### src/rtl/dvfs_pkg.sv
package dvfs_pkg;

  typedef enum logic [2:0] {
    S_IDLE    = 3'd0,
    S_RAMP_UP = 3'd1,
    S_RELOCK  = 3'd2,
    S_RAMP_DN = 3'd3,
    S_RESTORE = 3'd4
  } seq_st_e;

  // larger of two unsigned codes
  function automatic int unsigned pick_hi(input int unsigned a, input int unsigned b);
    return (a > b) ? a : b;
  endfunction

  // one-unit move of a code toward a goal
  function automatic int unsigned step_toward(input int unsigned cur, input int unsigned goal);
    if (cur < goal) return cur + 1;
    if (cur > goal) return cur - 1;
    return cur;
  endfunction

endpackage

### src/rtl/dvfs_req_merge.sv
module dvfs_req_merge
  import dvfs_pkg::*;
#(
  parameter int RATIO_W   = 6,
  parameter int VID_W     = 6,
  parameter int RST_RATIO = 12,
  parameter int RST_VID   = 20
) (
  input  logic               clk,
  input  logic               rst_n,
  input  logic               wr0,
  input  logic [RATIO_W-1:0] ratio0,
  input  logic [VID_W-1:0]   vid0,
  input  logic               wr1,
  input  logic [RATIO_W-1:0] ratio1,
  input  logic [VID_W-1:0]   vid1,
  output logic [RATIO_W-1:0] tgt_ratio,
  output logic [VID_W-1:0]   tgt_vid
);

  logic [RATIO_W-1:0] r0_q, r1_q;
  logic [VID_W-1:0]   v0_q, v1_q;

  always_ff @(posedge clk or negedge rst_n) begin
    if (!rst_n) begin
      r0_q <= RATIO_W'(RST_RATIO);
      v0_q <= VID_W'(RST_VID);
      r1_q <= RATIO_W'(RST_RATIO);
      v1_q <= VID_W'(RST_VID);
    end else begin
      if (wr0) begin
        r0_q <= ratio0;
        v0_q <= vid0;
      end
      if (wr1) begin
        r1_q <= ratio1;
        v1_q <= vid1;
      end
    end
  end

  // each field resolved on its own
  assign tgt_ratio = RATIO_W'(pick_hi(int'(r0_q), int'(r1_q)));
  assign tgt_vid   = VID_W'(pick_hi(int'(v0_q), int'(v1_q)));


  merge_covers_both_chk: assert property (@(posedge clk) disable iff (!rst_n)
    (tgt_ratio >= r0_q) && (tgt_ratio >= r1_q) && (tgt_vid >= v0_q) && (tgt_vid >= v1_q)
    && ((tgt_ratio == r0_q) || (tgt_ratio == r1_q)));

endmodule

### src/rtl/dvfs_vid_ramp.sv
module dvfs_vid_ramp
  import dvfs_pkg::*;
#(
  parameter int VID_W   = 6,
  parameter int SETTLE  = 4,
  parameter int RST_VID = 20
) (
  input  logic             clk,
  input  logic             rst_n,
  input  logic [VID_W-1:0] goal,
  output logic [VID_W-1:0] vid,
  output logic             at_goal,
  output logic             step_evt
);

  localparam int CNT_W = (SETTLE > 0) ? $clog2(SETTLE + 1) : 1;

  logic [VID_W-1:0] vid_q;
  logic [CNT_W-1:0] cnt_q;
  logic             need_move;

  assign need_move = (vid_q != goal);
  assign step_evt  = need_move && (cnt_q == '0);
  assign at_goal   = !need_move && (cnt_q == '0);
  assign vid       = vid_q;

  always_ff @(posedge clk or negedge rst_n) begin
    if (!rst_n) begin
      vid_q <= VID_W'(RST_VID);
      cnt_q <= '0;
    end else if (step_evt) begin
      vid_q <= VID_W'(step_toward(int'(vid_q), int'(goal)));
      cnt_q <= CNT_W'(SETTLE);
    end else if (cnt_q != '0) begin
      cnt_q <= cnt_q - 1'b1;
    end
  end


  vid_unit_step_chk: assert property (@(posedge clk) disable iff (!rst_n)
    (vid_q != $past(vid_q)) |-> ((vid_q == $past(vid_q) + 1'b1) || (vid_q == $past(vid_q) - 1'b1)));

  generate
    if (SETTLE > 0) begin : g_gap

      vid_settle_gap_chk: assert property (@(posedge clk) disable iff (!rst_n)
        step_evt |=> !step_evt);
    end
  endgenerate

endmodule

### src/rtl/dvfs_seq.sv
module dvfs_seq
  import dvfs_pkg::*;
#(
  parameter int RATIO_W   = 6,
  parameter int VID_W     = 6,
  parameter int SETTLE    = 4,
  parameter int LOCK_TMO  = 64,
  parameter int STALL_MAX = 1000,
  parameter int RST_RATIO = 12,
  parameter int RST_VID   = 20
) (
  input  logic               clk,
  input  logic               rst_n,
  input  logic               req0_wr,
  input  logic [RATIO_W-1:0] req0_ratio,
  input  logic [VID_W-1:0]   req0_vid,
  input  logic               req1_wr,
  input  logic [RATIO_W-1:0] req1_ratio,
  input  logic [VID_W-1:0]   req1_vid,
  input  logic               pll_lock,
  output logic [RATIO_W-1:0] pll_ratio,
  output logic [VID_W-1:0]   vid,
  output logic               core_stall,
  output logic               snoop_block,
  output logic               busy,
  output logic               lock_err
);

  localparam int TMO_W = (LOCK_TMO > 1) ? $clog2(LOCK_TMO) : 1;
  localparam int STC_W = $clog2(STALL_MAX + 2);

  seq_st_e            st;
  logic [RATIO_W-1:0] rs_ratio, ratio_q, t_ratio, p_ratio, blk_ratio;
  logic [VID_W-1:0]   rs_vid, goal_q, t_vid, p_vid, blk_vid, vid_w;
  logic               dir_up, err_q, blk_vld;
  logic [TMO_W-1:0]   tmo_q;
  logic               ramp_done, step_evt;

  dvfs_req_merge #(
    .RATIO_W(RATIO_W), .VID_W(VID_W), .RST_RATIO(RST_RATIO), .RST_VID(RST_VID)
  ) u_merge (
    .clk(clk), .rst_n(rst_n),
    .wr0(req0_wr), .ratio0(req0_ratio), .vid0(req0_vid),
    .wr1(req1_wr), .ratio1(req1_ratio), .vid1(req1_vid),
    .tgt_ratio(rs_ratio), .tgt_vid(rs_vid)
  );

  dvfs_vid_ramp #(
    .VID_W(VID_W), .SETTLE(SETTLE), .RST_VID(RST_VID)
  ) u_ramp (
    .clk(clk), .rst_n(rst_n), .goal(goal_q),
    .vid(vid_w), .at_goal(ramp_done), .step_evt(step_evt)
  );

  // named events for the checks below
  logic tgt_eq_cur, tgt_eq_blk, start_evt, lock_ok_evt, lock_tmo_evt;
  assign tgt_eq_cur   = (rs_ratio == ratio_q) && (rs_vid == vid_w);
  assign tgt_eq_blk   = (rs_ratio == blk_ratio) && (rs_vid == blk_vid);
  assign start_evt    = (st == S_IDLE) && !tgt_eq_cur && !(blk_vld && tgt_eq_blk);
  assign lock_ok_evt  = (st == S_RELOCK) && pll_lock;
  assign lock_tmo_evt = (st == S_RELOCK) && !pll_lock && (tmo_q == TMO_W'(LOCK_TMO - 1));

  always_ff @(posedge clk or negedge rst_n) begin
    if (!rst_n) begin
      st        <= S_IDLE;
      ratio_q   <= RATIO_W'(RST_RATIO);
      goal_q    <= VID_W'(RST_VID);
      t_ratio   <= RATIO_W'(RST_RATIO);
      t_vid     <= VID_W'(RST_VID);
      p_ratio   <= RATIO_W'(RST_RATIO);
      p_vid     <= VID_W'(RST_VID);
      blk_ratio <= RATIO_W'(RST_RATIO);
      blk_vid   <= VID_W'(RST_VID);
      blk_vld   <= 1'b0;
      dir_up    <= 1'b0;
      tmo_q     <= '0;
      err_q     <= 1'b0;
    end else begin
      if (blk_vld && !tgt_eq_blk) blk_vld <= 1'b0;
      unique case (st)
        S_IDLE: if (start_evt) begin
          t_ratio <= rs_ratio;
          t_vid   <= rs_vid;
          p_ratio <= ratio_q;
          p_vid   <= vid_w;
          tmo_q   <= '0;
          if (rs_ratio < ratio_q) begin
            dir_up  <= 1'b0;
            ratio_q <= rs_ratio;
            st      <= S_RELOCK;
          end else begin
            dir_up  <= 1'b1;
            goal_q  <= rs_vid;
            st      <= S_RAMP_UP;
          end
        end
        S_RAMP_UP: if (ramp_done) begin
          ratio_q <= t_ratio;
          tmo_q   <= '0;
          st      <= S_RELOCK;
        end
        S_RELOCK: begin
          if (pll_lock) begin
            if (dir_up) begin
              st <= S_IDLE;
            end else begin
              goal_q <= t_vid;
              st     <= S_RAMP_DN;
            end
          end else if (lock_tmo_evt) begin
            err_q     <= 1'b1;
            blk_vld   <= 1'b1;
            blk_ratio <= t_ratio;
            blk_vid   <= t_vid;
            ratio_q   <= p_ratio;
            goal_q    <= p_vid;
            st        <= S_RESTORE;
          end else begin
            tmo_q <= tmo_q + 1'b1;
          end
        end
        S_RAMP_DN, S_RESTORE: if (ramp_done) st <= S_IDLE;
        default: st <= S_IDLE;
      endcase
    end
  end

  assign pll_ratio   = ratio_q;
  assign vid         = vid_w;
  assign busy        = (st != S_IDLE);
  assign core_stall  = busy;
  assign snoop_block = busy;
  assign lock_err    = err_q;

  // stall length watch
  logic [STC_W-1:0] stall_cnt;
  always_ff @(posedge clk or negedge rst_n) begin
    if (!rst_n) stall_cnt <= '0;
    else if (busy) stall_cnt <= (stall_cnt == STC_W'(STALL_MAX + 1)) ? stall_cnt : stall_cnt + 1'b1;
    else stall_cnt <= '0;
  end


  stall_bound_chk: assert property (@(posedge clk) disable iff (!rst_n)
    busy |-> (stall_cnt < STC_W'(STALL_MAX)));


  relock_vid_hold_chk: assert property (@(posedge clk) disable iff (!rst_n)
    (st == S_RELOCK) |=> (vid_w == $past(vid_w)));


  ramp_up_ratio_hold_chk: assert property (@(posedge clk) disable iff (!rst_n)
    ((st == S_RAMP_UP) && !ramp_done) |=> (ratio_q == $past(ratio_q)));


  no_spurious_start_chk: assert property (@(posedge clk) disable iff (!rst_n)
    ((st == S_IDLE) && tgt_eq_cur) |=> (st == S_IDLE));


  err_sticky_chk: assert property (@(posedge clk) disable iff (!rst_n)
    err_q |=> err_q);


  restore_ratio_chk: assert property (@(posedge clk) disable iff (!rst_n)
    lock_tmo_evt |=> (ratio_q == p_ratio) && (st == S_RESTORE));

endmodule

### config.mk
export PLATFORM = sky130hd
export DESIGN_NAME = dvfs_seq
export DESIGN_NICKNAME = d
export VERILOG_FILES = /design/src/rtl/dvfs_pkg.sv /design/src/rtl/dvfs_req_merge.sv /design/src/rtl/dvfs_vid_ramp.sv /design/src/rtl/dvfs_seq.sv
export SDC_FILE = /design/constraint.sdc
export NUM_CORES = 1
export LEC_CHECK = 0
export BUFFER_PORTS_ARGS = -buffer_cell sky130_fd_sc_hd__buf_4
export CORE_UTILIZATION = 55
export DETAILED_ROUTE_END_ITERATION = 6
export PLACE_DENSITY = 0.77
export SKIP_LAST_GASP = 1
export SYNTH_ARGS = -nofsm -noshare
export SYNTH_HDL_FRONTEND = slang
export SYNTH_HIERARCHICAL = 1
export SYNTH_SLANG_ARGS = --single-unit
export TNS_END_PERCENT = 30
### constraint.sdc
create_clock -name clk -period 10.63 [get_ports clk]
set_input_delay 0 -clock clk [delete_from_list [all_inputs] [get_ports clk]]
set_output_delay 0 -clock clk [all_outputs]
set_load 0.1 [all_outputs]
==> results_dict.tcl <==
set metrics [dict create \
    worstMarginPinSlew_ps 1160 \
    initialDrtViolationCount 177 \
    fin_setup_tns_ps 0 \
    combPwrFrac_pct 17.6 \
    die_x_um 98.9 \
    detail_route.wl_per_cell_um 17.3 \
    syn_avg_cell_area_um2 10.9 \
    gr-usage-all-layers_pct 25.7 \
    finalClockSkew_ps 12.6 \
    grt_max_degree 62 \
    syn2layout_area_growth_pct 19.6 \
    slowest_stage "dfstp_2" \
    clock_latency_ps 360 \
    grt_setup_unrepaired "no" \
    numCtsBuffers 9 \
    internal-power_uw 533 \
    cts.reportedPaths.clkPinSlew_ps 90 \
    critPathArrivalTime_ps 4300 \
    power_density_nw_per_um2 118 \
    critPathKind "reg2reg" \
    std_cell_rows 34 \
    layout-drive-gt1-share_pct 26.9 \
    synthSimpleGateAreaFrac_pct 12.1 \
    required_ps 10870 \
    io-pin-count 45 \
    critical-path-max-stage-delay_ps 540 \
    core_um2 8890 \
    place_hpwl_mm 7.93 \
    fin_crit_sh_pct 38.1 \
    clk_path_buf_depth 2 \
    cap_viol_max_count 0 \
    ys_seq_area_share_pct 45.7 \
    cts_root_buf "clkbuf_8" \
    ys_async_sr_fraction_pct 100 \
    worst_slack_ps 6570 \
    path_common_cell "ha_1" \
    cts_num_sinks 93 \
    grt_pass1_wl_mm 19.6 \
    p_sw_share_pct 27.2 \
    max_freq_ghz 0.247 \
    post-place-ws_ps 6700 \
    htreeDepth 3 \
    finalHoldViolations 0 \
    synth_top_family_by_area "multiplexers" \
    synthFlopType "dfrtp_1" \
    slew_viol_final 0 \
    syn_nets 532 \
    postRouteAntennaNets 0 \
    syn_inst 474 \
    cts_tree "done" \
    critPathLaunchType "flop" \
    via_per_inst 5.76 \
    utilization_pct 69.5 \
    ys_types 55 \
    hp-class "in2reg" \
    irDropWorstVdd_v 0.0000878 \
    clockPowerShare_pct 31.5 \
    power_switching_uw 199 \
    drtPass1Iterations 4 \
    fin_crit_ps 4060 \
    yosys.area_share.adder_pct 7.03 \
    layout_commonest_cell "dfrtp_1" \
    synth-xor-area-share_pct 4.07 \
    start_util_pct 58.1 \
    grt_pass1_vias 4061 \
    wl_mm 11.6 \
    mostFrequentLayoutCells "dfrtp_1 (67), mux2_2 (45), buf_4 (45), dlygate4sd3_1 (44), nand2_1 (43)" \
    netlist_area_um2 5160 \
    leakage_uw 0.00288 \
    route.detailed.drc 0 \
    die_y_um 98.9 \
    diodes 0 \
    place_congestion 0.829 \
    synth-seq-cells 93 \
    die_area_um2 9780 \
    io_buffer_count 44 \
    muxShareOfSynthArea_pct 16.2 \
    final_net_count 615 \
    crit_fanout 6 \
    via_count 3856 \
    crit_chain "inv_1, ha_1, nand4_2, o21ai_2, mux2_1, ha_1, a21oi_1, a21boi_0, nor3b_1, a31oi_2, nor3_4, mux2_4" \
    synth_edf_count 0 \
    synth_warnings 6 \
    antenna_found_initial 0 \
    status "complete, no violations" \
    overflow 0 \
    crit_path_end_kind "flop" \
    seqPwrFrac_pct 50.9 \
    slew_headroom_pct 22.5 \
    post_cts_resized 0 \
    synth_compound_area_share_pct 11.0 \
    setup_viol 0 \
]
==> per-layer routing <==
| metal | wire length, um | global-route usage [%] | vias up |
|---|---|---|---|
| met5 | 0 | 0 | - |
| met4 | 256 | 10.8 | 0 |
| met3 | 487 | 3.33 | 24 |
| met2 | 5680 | 42.6 | 123 |
| met1 | 5150 | 34.3 | 1868 |
| li1 | - | - | 1841 |
==> synth_stat cells (6+ instances only) <==
master | n | area, um2
clkbuf_1 | 7 | 26.3
o31ai_1 | 7 | 52.6
nand3_1 | 13 | 65.1
mux2i_1 | 14 | 140
inv_1 | 32 | 120
dfstp_2 | 26 | 683
xor2_1 | 18 | 158
a21oi_1 | 16 | 80.1
buf_2 | 6 | 30.0
ha_1 | 29 | 363
mux2_1 | 14 | 158
o21ai_0 | 38 | 190
xnor2_1 | 6 | 52.6
nor2_1 | 19 | 71.3
dfrtp_1 | 67 | 1680
mux2_2 | 45 | 507
and3_1 | 6 | 37.5
nand2_1 | 43 | 161
==> through the flow <==
| step | power (uW) | instance area, um2 | hold WS, ps | std cells |
|---|---|---|---|---|
| global route | 768 | 6180 | 39.6 | 670 |
| detailed placement | 489 | 5550 | -32.4 | 610 |
| floorplan | 451 | 5160 | -296 | 474 |
| CTS | 735 | 6180 | 17.3 | 670 |
| global placement | 484 | 5550 | -42.5 | 610 |
| finish | 732 | 6180 | 33.8 | 670 |
==> final timing paths <==
path                                      start  slack, ps  depth (start not counted)               to
worst max-delay path            u_merge/r1_q[3]       6570                         12     pll_ratio[0]
max in group asynchronous                 rst_n       9390                          3  u_merge/v0_q[1]
worst max register to register  u_merge/r1_q[3]       6570                         12     pll_ratio[0]
min in group asynchronous                 rst_n        110                          2       p_ratio[4]
worst min-delay path                    req1_wr         30                          2  u_merge/v1_q[1]
worst min register to register           dir_up        480                          2           dir_up
==> layout make-up <==
cell class | count | area [um2]
inverters | 32 | 120
repair buffers | 89 | 778
flip-flops and latches | 93 | 2360
multi-input cells | 332 | 2600
well taps | 108 | 135
fillers | 622 | 2710
clock buffers | 12 | 135
clock inverters | 4 | 50.0
==> power groups by stage <==
stage / logic (uW) / clock network (uW) / registers, uW
6_report: 129 / 230 / 372
5_1_grt: 142 / 253 / 373
4_1_cts: 127 / 237 / 372
3_3_place_gp: 106 / 0 / 378
3_5_place_dp: 111 / 0 / 378
2_1_floorplan: 75.1 / 0 / 376
==> logic make-up after synthesis <==
group	after synthesis
xor gates and xnor gates	24
muxes	75
adders and majority gates	29
DFF	93
and+or+nand+nor	116
AOI/OAI and AO/OA	88
buffers and inverters	49
==> state kept, by name, summed over array words and instances, names as in the netlist <==
register,cells
blk_ratio,6
lock_err,1
u_merge/r1_q,6
t_ratio,6
p_vid,6
t_vid,6
u_ramp/vid,6
goal_q,6
pll_ratio,6
tmo_q,6
u_merge/r0_q,6
u_merge/v1_q,6
blk_vid,6
dir_up,1
p_ratio,6
u_ramp/cnt_q,3
u_merge/v0_q,6
st,3
blk_vld,1
==> worst max-delay path: cells and delay by family, from the launching register on <==
| kind | cells | cell delay (ps) |
|---|---|---|
| adders and majority gates | 2 | 650 |
| muxes | 2 | 780 |
| buffers and inverters | 1 | 50 |
| AOI/OAI and AO/OA | 4 | 910 |
| DFF | 1 | 540 |
| and+or+nand+nor | 3 | 1010 |
==> timing repair <==
action	CTS	global route
setup buffers	0	0
endpoints found under the hold margin	57	0
hold buffers	44	0
No activity file was read; power rests on OpenSTA's default activity.
